===== src/rtl/router_pkg.sv =====
package router_pkg;
  localparam int DEF_CLUSTERS = 4;
  localparam int DEF_NODES_PER_CLUSTER = 4;
  localparam int DEF_DATA_W = 16;
  localparam int DEF_BUF_DEPTH = 2;

  function automatic int unsigned bits_for(int unsigned n);
    return (n > 1) ? $clog2(n) : 1;
  endfunction
endpackage


===== src/rtl/gw_fifo.sv =====
module gw_fifo #(
  parameter int WIDTH = 36,
  parameter int DEPTH = 2
) (
  input  logic             clk,
  input  logic             rst,
  input  logic             push,
  input  logic [WIDTH-1:0] wdata,
  input  logic             pop,
  output logic [WIDTH-1:0] rdata,
  output logic             valid,
  output logic             full
);
  localparam int AW = router_pkg::bits_for(DEPTH);
  localparam int CW = $clog2(DEPTH + 1);

  logic [WIDTH-1:0] mem [DEPTH];
  logic [AW-1:0]    wr_ptr, rd_ptr;
  logic [CW-1:0]    count;

  function automatic logic [AW-1:0] nxt(logic [AW-1:0] p);
    return (int'(p) == DEPTH - 1) ? '0 : p + 1'b1;
  endfunction

  always_ff @(posedge clk) begin
    if (push) mem[wr_ptr] <= wdata;
  end

  always_ff @(posedge clk) begin
    if (rst) begin
      wr_ptr <= '0;
      rd_ptr <= '0;
      count  <= '0;
    end else begin
      if (push) wr_ptr <= nxt(wr_ptr);
      if (pop)  rd_ptr <= nxt(rd_ptr);
      if (push && !pop)      count <= count + 1'b1;
      else if (pop && !push) count <= count - 1'b1;
    end
  end

  assign rdata = mem[rd_ptr];
  assign valid = (count != '0);
  assign full  = (int'(count) == DEPTH);
endmodule


===== src/rtl/bus_arbiter.sv =====
module bus_arbiter #(
  parameter int N = 5
) (
  input  logic [N-1:0] req,
  output logic [N-1:0] gnt
);
  always_comb begin
    gnt = '0;
    for (int i = N - 1; i >= 0; i--) begin
      if (req[i]) begin
        gnt    = '0;
        gnt[i] = 1'b1;
      end
    end
  end
endmodule


===== src/rtl/rr_arbiter.sv =====
module rr_arbiter #(
  parameter int N = 4
) (
  input  logic         clk,
  input  logic         rst,
  input  logic [N-1:0] req,
  output logic [N-1:0] gnt
);
  localparam int PW = router_pkg::bits_for(N);

  logic [PW-1:0] ptr;
  logic [PW-1:0] win;
  logic          hit;

  always_comb begin
    gnt = '0;
    hit = 1'b0;
    win = '0;
    for (int off = 0; off < N; off++) begin
      if (!hit && req[(int'(ptr) + off) % N]) begin
        hit = 1'b1;
        gnt[(int'(ptr) + off) % N] = 1'b1;
        win = PW'((int'(ptr) + off) % N);
      end
    end
  end

  always_ff @(posedge clk) begin
    if (rst)      ptr <= '0;
    else if (hit) ptr <= PW'((int'(win) + 1) % N);
  end
endmodule


===== src/rtl/cluster_router.sv =====
module cluster_router #(
  parameter int NUM_CLUSTERS      = router_pkg::DEF_CLUSTERS,
  parameter int NODES_PER_CLUSTER = router_pkg::DEF_NODES_PER_CLUSTER,
  parameter int DATA_W            = router_pkg::DEF_DATA_W,
  parameter int BUF_DEPTH         = router_pkg::DEF_BUF_DEPTH,
  localparam int NODES = NUM_CLUSTERS * NODES_PER_CLUSTER,
  localparam int ID_W  = router_pkg::bits_for(NODES)
) (
  input  logic                    clk,
  input  logic                    rst,
  input  logic [NODES-1:0]        in_valid,
  output logic [NODES-1:0]        in_ready,
  input  logic [NODES*ID_W-1:0]   in_dest,
  input  logic [NODES*DATA_W-1:0] in_data,
  output logic [NODES-1:0]        out_valid,
  output logic [NODES*ID_W-1:0]   out_src,
  output logic [NODES*DATA_W-1:0] out_data
);
  localparam int NPC   = NODES_PER_CLUSTER;
  localparam int CL_W  = router_pkg::bits_for(NUM_CLUSTERS);
  localparam int LN_W  = router_pkg::bits_for(NPC);
  localparam int MSG_W = 2 * ID_W + DATA_W;
  localparam int DST_LO = DATA_W;
  localparam int SRC_LO = DATA_W + ID_W;

  logic [NUM_CLUSTERS-1:0] ob_push, ob_valid, ob_full;
  logic [NUM_CLUSTERS-1:0] ib_push, ib_pop, ib_valid, ib_full;
  logic [NUM_CLUSTERS-1:0] link_req, link_grant;
  logic [MSG_W-1:0]        ob_in   [NUM_CLUSTERS];
  logic [MSG_W-1:0]        ob_head [NUM_CLUSTERS];
  logic [MSG_W-1:0]        ib_head [NUM_CLUSTERS];
  logic [CL_W-1:0]         ob_tgt  [NUM_CLUSTERS];
  logic [MSG_W-1:0]        link_msg;
  logic [CL_W-1:0]         link_tgt;
  logic                    link_fire;

  // shared inter-cluster link
  rr_arbiter #(.N(NUM_CLUSTERS)) u_link_arb (
    .clk(clk), .rst(rst), .req(link_req), .gnt(link_grant)
  );

  always_comb begin
    link_msg = ob_head[0];
    for (int c = 0; c < NUM_CLUSTERS; c++) begin
      if (link_grant[c]) link_msg = ob_head[c];
    end
  end

  assign link_fire = |link_grant;
  assign link_tgt  = link_msg[DST_LO+ID_W-1 -: CL_W];

  for (genvar c = 0; c < NUM_CLUSTERS; c++) begin : g_cl
    logic [NPC:0]       req, gnt;
    logic [NPC-1:0]     node_local;
    logic [MSG_W-1:0]   node_msg [NPC];
    logic [MSG_W-1:0]   win_msg;
    logic               win_local;
    logic               deliver;
    logic [LN_W-1:0]    win_node;
    logic [NPC-1:0]     ov;
    logic [ID_W-1:0]    osrc [NPC];
    logic [DATA_W-1:0]  odat [NPC];

    for (genvar k = 0; k < NPC; k++) begin : g_nd
      localparam int S = c * NPC + k;
      logic [ID_W-1:0] d;
      assign d             = in_dest[S*ID_W +: ID_W];
      assign node_local[k] = (d[ID_W-1 -: CL_W] == CL_W'(c));
      assign req[k]        = in_valid[S] && (node_local[k] || !ob_full[c]);
      assign node_msg[k]   = {ID_W'(S), d, in_data[S*DATA_W +: DATA_W]};
      assign in_ready[S]   = gnt[k];
      assign out_valid[S]  = ov[k];
      assign out_src[S*ID_W +: ID_W]     = osrc[k];
      assign out_data[S*DATA_W +: DATA_W] = odat[k];
    end

    // gateway delivery port sits at the lowest priority
    assign req[NPC] = ib_valid[c];

    bus_arbiter #(.N(NPC + 1)) u_bus_arb (.req(req), .gnt(gnt));

    always_comb begin
      win_msg   = ib_head[c];
      win_local = 1'b1;
      for (int k = 0; k < NPC; k++) begin
        if (gnt[k]) begin
          win_msg   = node_msg[k];
          win_local = node_local[k];
        end
      end
    end

    assign deliver    = (|gnt) && win_local;
    assign win_node   = win_msg[DST_LO +: LN_W];
    assign ob_push[c] = (|gnt[NPC-1:0]) && !win_local;
    assign ob_in[c]   = win_msg;
    assign ib_pop[c]  = gnt[NPC];

    always_ff @(posedge clk) begin
      if (rst) begin
        ov <= '0;
      end else begin
        for (int k = 0; k < NPC; k++) begin
          ov[k] <= deliver && (win_node == LN_W'(k));
        end
      end
    end

    always_ff @(posedge clk) begin
      for (int k = 0; k < NPC; k++) begin
        if (deliver && (win_node == LN_W'(k))) begin
          osrc[k] <= win_msg[SRC_LO +: ID_W];
          odat[k] <= win_msg[DATA_W-1:0];
        end
      end
    end

    gw_fifo #(.WIDTH(MSG_W), .DEPTH(BUF_DEPTH)) u_outbound (
      .clk(clk), .rst(rst), .push(ob_push[c]), .wdata(ob_in[c]),
      .pop(link_grant[c]), .rdata(ob_head[c]), .valid(ob_valid[c]),
      .full(ob_full[c])
    );

    gw_fifo #(.WIDTH(MSG_W), .DEPTH(BUF_DEPTH)) u_inbound (
      .clk(clk), .rst(rst), .push(ib_push[c]), .wdata(link_msg),
      .pop(ib_pop[c]), .rdata(ib_head[c]), .valid(ib_valid[c]),
      .full(ib_full[c])
    );

    assign ob_tgt[c]   = ob_head[c][DST_LO+ID_W-1 -: CL_W];
    assign link_req[c] = ob_valid[c] && !ib_full[ob_tgt[c]];
    assign ib_push[c]  = link_fire && (link_tgt == CL_W'(c));
  end
endmodule


===== config.mk =====
export PLATFORM = sky130hd
export DESIGN_NAME = cluster_router
export DESIGN_NICKNAME = d
export VERILOG_FILES = /design/src/rtl/router_pkg.sv /design/src/rtl/gw_fifo.sv /design/src/rtl/bus_arbiter.sv /design/src/rtl/rr_arbiter.sv /design/src/rtl/cluster_router.sv
export SDC_FILE = /design/constraint.sdc
export NUM_CORES = 1
export LEC_CHECK = 0
export ABC_AREA = 1
export ABC_CLOCK_PERIOD_IN_PS = 4900
export BUFFER_PORTS_ARGS = -buffer_cell sky130_fd_sc_hd__buf_2
export CAP_MARGIN = 20
export CORE_MARGIN = 3
export CORE_UTILIZATION = 45
export CTS_BUF_LIST = sky130_fd_sc_hd__clkbuf_4 sky130_fd_sc_hd__clkbuf_8
export DETAILED_ROUTE_END_ITERATION = 10
export GPL_ROUTABILITY_DRIVEN = 0
export MAX_ROUTING_LAYER = met4
export PLACE_DENSITY = 0.68
export SYNTH_ARGS = -nofsm -noshare
export SYNTH_HDL_FRONTEND = slang
export SYNTH_SLANG_ARGS = --single-unit

===== constraint.sdc =====
create_clock -name clk -period 4.9 [get_ports clk]
set_input_delay 0.245 -clock clk [delete_from_list [all_inputs] [get_ports clk]]
set_output_delay 0.245 -clock clk [all_outputs]
set_load 0.05 [all_outputs]

==> metrics.csv, run 1 <==
metric,value,unit
coreArea,0.06645,mm2
skew,0.03612,ns
wl,105300,um
pin_count,690,
clockBufferDepth,3,
die_x,266.5,um
setup_violations,0,
ctsRootBufferMaster,clkbuf_8,
dp_hpwl,77890,um
area_growth,25.53,%
drive_gt1_frac,0.3246,
place_inst,4012,
max_cap_viol_count,0,
dieArea,0.07105,mm2
synthTopCellsByArea,"edfxtp_1, nand2_1, o21ai_0, dfxtp_1, nor2_1",
instances_no_fill,4274,
syn_inst,2491,
clock_sinks,762,
synthMuxAreaShare,0.003604,
syn_nets,2843,
tightest_slew,1.203,ns
ys_seq_area_frac,0.7300,
drt-vias-per-instance,5.630,
cts.clk_slew.worst_paths,0.07,ns
fin_crit_sh,0.9247,
hold_ws,0.004215,ns
wire_per_inst,24.63,um
synth_warnings,0,
worst-path-max-fanout,29,
overflow,0,
grt_max_degree,40,
slew_headroom,0.1897,
gr-usage-met3,0.05494,
drt_iter0_markers,3163,
synth_xor_area_frac,0.0002867,
synth_top_family_by_area,simple AND/OR/NAND/NOR gates,
ys_seq_elements,762,
hold_viol_final,0,
std_cell_rows,94,
finalSetupTns,0,ns
ys.flop_type,edfxtp_1,
gr-usage-met2,0.4756,
cts_inserted_buffers,117,
portBuffers,689,
syn_avg_cell_area,12.26,um2
use_met1,0.3734,
pwr_density_cell,780.7,mW/mm2
die_h,266.5,um
rsz0062_at_grt,false,
syn_area,0.03055,mm2
drv_slew,0,
clock_latency,0.74,ns
drc,0,
synth_edf_count,704,
yosysUniqueCellTypes,47,
arrival,4.91,ns
grt_pass1_vias,23036,
grt_antenna_before_repair,8,
grt_usage,0.2964,
final_antenna_net_count,0,
cts_tree,yes,
cp.required,5.28,ns
power.total,0.02994,W
ir_worst_vdd,0.0005256,V
status,completed,
synthAdderAreaFrac,0.005734,
fin_util,0.5771,
synth_simple_gate_area_share,0.1344,
fin_nets,3656,
vias,24064,
finalCriticalPeriod,4.531,ns
synthArstFlopShare,0,
cts_max_level,3,
fmax,0.2207,GHz
synth-compound-area-share,0.09379,
worstHoldPathType,in -> reg,
yosysTopAreaCellShare,0.6920,
initial_utilization,0.4597,
yosysTopAreaCell,edfxtp_1,
drtPass1Iterations,8,
cellLeakagePower,15.03,nW
critPathKind,reg -> reg,
grt_pass1_wl,149700,um
critPathCaptureType,register,
busiest_layer,met2,
critPathLaunchType,register,
worst max-delay path, cell delays in order, from the launching register on:
cell	delay, ns
dfxtp_1	0.57
inv_1	0.28
ha_1	0.42
inv_1	0.17
nand3_1	0.09
nand2_1	0.12
nand3_4	0.12
nor2_1	0.15
nor2_2	0.07
nand2_2	0.42
inv_1	0.53
o21ai_0	0.23
nand3_1	0.25
a31oi_2	0.75
kinds of logic (layout without fill, tap and decap cells):
family	Yosys count	after routing
compound gates	516	516
xor+xnor	1	1
fa+ha+maj	14	14
buf+inv	241	1154
flops	762	762
mux	11	11
other cells	0	6
simple gates	946	946
final timing paths:
check	from	endpoint	slack [ns]	cells past startpoint
worst min-delay path	in_data[234]	g_cl[3].odat[0][10]	0.004	3
worst min register to register	g_cl[0].u_outbound.rd_ptr	g_cl[0].u_outbound.rd_ptr	0.46	1
worst max-delay path	u_link_arb.ptr[0]	g_cl[0].u_inbound.mem[0][13]	0.37	13
worst max register to register	u_link_arb.ptr[0]	g_cl[0].u_inbound.mem[0][13]	0.37	13
cell type report:
| type | instances | area, um2 |
|---|---|---|
| Multi-Input combinational cell | 1488 | 7473 |
| Timing Repair Buffer | 810 | 4441 |
| Inverter | 125 | 481.7 |
| Sequential cell | 762 | 22300 |
| Tap cell | 864 | 1081 |
| Clock inverter | 68 | 650.6 |
| Clock buffer | 151 | 1903 |
| Fill cell | 5413 | 28100 |
| Antenna cell | 6 | 15.01 |
routing by layer:
metal / up-vias / share of wire
li1: 10584 / -
met1: 11695 / 0.37
met2: 1510 / 0.49
met3: 275 / 0.094
met4: 0 / 0.045
met5: - / 0
Yosys cell counts (2+ instances only):
| cell | n |
|---|---|
| or2_2 | 26 |
| nor2_1 | 193 |
| a31oi_1 | 46 |
| o311ai_0 | 2 |
| mux2i_1 | 11 |
| nor3_1 | 22 |
| o211ai_1 | 47 |
| o2111ai_1 | 8 |
| nand4_1 | 2 |
| inv_4 | 5 |
| clkinv_1 | 7 |
| edfxtp_1 | 704 |
| nand2_2 | 19 |
| inv_1 | 108 |
| nand2_4 | 8 |
| nor2_2 | 10 |
| buf_2 | 18 |
| clkbuf_1 | 87 |
| nand2_1 | 502 |
| a221o_1 | 2 |
| nand3_2 | 6 |
| inv_2 | 5 |
| o21ai_0 | 243 |
| o21a_1 | 3 |
| a22o_1 | 3 |
| ha_1 | 14 |
| a21oi_1 | 135 |
| nor4_1 | 5 |
| nor2_4 | 5 |
| nand3_1 | 143 |
| buf_6 | 5 |
| o21ai_1 | 14 |
| dfxtp_1 | 58 |
| buf_1 | 5 |
| o22ai_1 | 2 |
| o221ai_1 | 2 |
| o21ai_2 | 3 |
| nand4_2 | 2 |
| nand3_4 | 3 |
per-stage QoR:
step	area, um2	worst slack [ns]
after detailed placement	35420	0.4791
after global routing	38350	0.07952
after floorplan	30550	0.5452
after global placement	35390	0.6261
after CTS	38310	0.4725
final	38350	0.3692
state kept, by name (all words and copies together) (netlist names), named ones only:
register                count
g_cl.osrc                  64
g_cl.u_outbound.mem       192
u_link_arb.ptr              2
g_cl.u_inbound.rd_ptr       4
g_cl.u_inbound.wr_ptr       4
g_cl.u_outbound.rd_ptr      4
g_cl.ov                    16
g_cl.u_outbound.wr_ptr      4
g_cl.u_inbound.count        8
g_cl.odat                 256
g_cl.u_outbound.count       8
g_cl.u_inbound.mem        192
placed cells by master (no fill, tap or decap), types with 35 or more instances in the layout:
cell,synthesis,routed
o21ai_0,243,243
clkinv_1,7,35
inv_1,108,108
dlygate4sd3_1,0,35
a21oi_1,135,135
buf_4,1,81
nand2_1,502,502
edfxtp_1,704,704
nand3_1,143,143
dfxtp_1,58,58
o211ai_1,47,47
buf_2,18,691
nor2_1,193,174
clkbuf_8,0,123
power by group:
part	internal [W]	switching, W	leakage, nW
Combinational	0.00261	0.0100	6.73
Clock	0.00316	0.00253	1.34
Sequential	0.0111	0.000542	6.96
repair_timing:
item,4_1_cts,5_1_grt
resized for setup,0,0
setup buffers,0,0
endpoints found under the hold margin,118,1
hold buffers,34,1
Power figures use the tool's default switching activity.
==> run 2, diff against run 1 <==
CORE_AREA = 2 2 272 274   (was unset)
CORE_MARGIN = unset   (was 3)
CORE_UTILIZATION = unset   (was 45)
DIE_AREA = 0 0 274 276   (was unset)
PLACE_DENSITY = unset   (was 0.68)
==> metrics.csv, run 2 (synthesis gave the netlist of run 1 again) <==
metric,value,unit,change
cp.required,5.24,ns,-0.04 ns
power.share.combinational,0.433,,+0.010
drc,0,,unchanged
cts_inserted_buffers,119,,+1.7%
cts_resized,0,,unchanged
final_common_cell,edfxtp_1,,
internal-power,0.01688,W,+0.36%
switching_share,0.4446,,+0.006585
wl,102600,um,-2.5%
cts.clk_slew.worst_paths,0.07,ns,about the same
clockBufferDepth,3,,unchanged
slew_headroom,0.1817,,-0.007951
top_regs,"g_cl.odat x256, g_cl.u_inbound.mem x192, g_cl.u_outbound.mem x192",,
fin_crit_sh,0.8611,,-0.06356
cts_max_level,3,,unchanged
overflow,0,,unchanged
arrival,4.56,ns,-0.35 ns
ir_worst_vdd,0.0005407,V,+2.9%
fin_nets,3662,,+0.16%
cts_tree,yes,,
drive_gt1_frac,0.3286,,+0.004025
area_growth,26.20,%,
grt_pass1_wl,147100,um,-1.7%
grt_antenna_before_repair,7,,-1
drtPass1Iterations,6,,-2
wire_per_inst,23.45,um,-4.8%
worstHoldPathType,in -> reg,,
seq_power_share,0.380,,-0.007
vias,23492,,-2.4%
p_sw,0.01352,W,+3.1%
coreArea,0.07259,mm2,+9.2%
finalCriticalPeriod,4.219,ns,-0.3115 ns
largest_reg_flops,256,,unchanged
clock_sinks,762,,unchanged
portBuffers,689,,unchanged
critPathKind,reg -> reg,,
pwr_density_cell,788.6,mW/mm2,+1.0%
drv_slew,0,,unchanged
dp_hpwl,76150,um,-2.2%
fmax,0.2370,GHz,+7.4%
status,completed,,
drt_iter0_markers,2414,,-24%
place_inst,4109,,+2.4%
ctsRootBufferMaster,clkbuf_8,,
std_cell_rows,99,,+5.3%
setup_violations,0,,unchanged
final_antenna_net_count,0,,unchanged
clkPwrFrac,0.187,,-0.003
max_cap_viol_count,0,,unchanged
drt-vias-per-instance,5.367,,-4.7%
cellLeakagePower,15.09,nW,+0.45%
initial_utilization,0.4208,,-0.03886
skew,0.06691,ns,+0.03080 ns
pin_count,690,,unchanged
layout_common_cells,"edfxtp_1, buf_2, nand2_1",,
critPathLaunchType,register,,
fin_util,0.5311,,-0.04597
die_x,274,um,+2.8%
hold_viol_final,0,,unchanged
finalSetupTns,0,ns,unchanged
tightest_slew,1.215,ns,+0.01180 ns
worst-path-max-fanout,23,,-21%
rsz0062_at_grt,false,,
grt_usage,0.2727,,-0.02370
grt_max_degree,40,,unchanged
die_h,276,um,+3.5%
dieArea,0.07562,mm2,+6.4%
critPathCaptureType,register,,
instances_no_fill,4377,,+2.4%
grt_pass1_vias,22894,,-0.62%
num-fill-cells,6408,,+18%
top_register,g_cl.odat,,
clock_latency,0.77,ns,+0.03 ns
## run 2: cell count changes in the layout (fill, tap and decap cells not counted), moves of 2 or more
cell       delta
clkinv_1     -10
inv_12        +2
clkbuf_4      +4
buf_2         +2
clkbuf_8     +14
bufinv_16     -5
buf_8         +2
## run 2: metal layers
| layer | GRT usage | vias up | wire length, um |
|---|---|---|---|
| met5 | - | - | 0 |
| met1 | 0.3362 | 11520 | 39640 |
| li1 | - | 10599 | - |
| met4 | 0.1208 | 0 | 4589 |
| met2 | 0.4454 | 1146 | 51260 |
| met3 | 0.04108 | 227 | 7145 |
## run 2: final timing paths
check | from | end | slack, ns | cells after the start
min reg2reg | g_cl[0].u_outbound.rd_ptr | g_cl[0].u_outbound.rd_ptr | 0.45 | 1
max reg2reg | register | g_cl[0].u_inbound.mem[1][0] | 0.68 | 18
min | in_data[237] | g_cl[3].odat[1][13] | 0.02 | 3
max | register | g_cl[0].u_inbound.mem[1][0] | 0.68 | 18
## run 2: critical path: stages, from the launching register on
cell and delay, ns:
dfxtp_1 0.42, buf_4 0.32, inv_4 0.17, nand2_4 0.12
nand3_1 0.10, nand3_1 0.15, nand2_1 0.09, nand3_1 0.10
nand2_1 0.10, nand2_2 0.09, nand2_4 0.09, nand3_1 0.09
nand2_1 0.07, nor2_2 0.20, nand2_2 0.09, inv_1 0.58
o21ai_0 0.33, nand3_1 0.31, a31oi_2 0.41
## run 2: power by group through the flow
stage	Clock, W	Combinational [W]	Sequential (W)
after floorplan	0	0.00546	0.0134
after global placement	0	0.0127	0.0116
after detailed placement	0	0.0130	0.0117
after CTS	0.00580	0.0131	0.0116
final	0.00569	0.0132	0.0115
after global routing	0.00607	0.0138	0.0117
## run 2: metrics by stage
stage	total power, W	instance area [um2]	setup WS (ns)	hold slack (ns)
floorplan	0.01881	30550	0.5452	0.4257
global placement	0.02435	35530	0.8351	0.4365
detailed placement	0.02466	35560	0.7193	0.4422
CTS	0.03042	38480	0.7171	0.003301
global route	0.03158	38550	0.3687	0.01693
finish	0.03040	38550	0.6807	0.01913
## run 2: layout make-up
cell class / count / area, um2 / area share
multi-input cells: 1488 / 7465 / 0.1936
inverters: 125 / 481.7 / 0.01250
well taps: 959 / 1200 / 0.03113
clock inverters: 52 / 467.9 / 0.01214
diodes: 7 / 17.52 / 0.0004544
repair buffers: 814 / 4484 / 0.1163
clock buffers: 170 / 2133 / 0.05534
flip-flops and latches: 762 / 22300 / 0.5785
## run 2: repair_timing
| action | 4_1_cts | 5_1_grt |
|---|---|---|
| setup buffers | 0 | 0 |
| hold buffers | 32 | 2 |
| endpoints found under the hold margin | 122 | 4 |
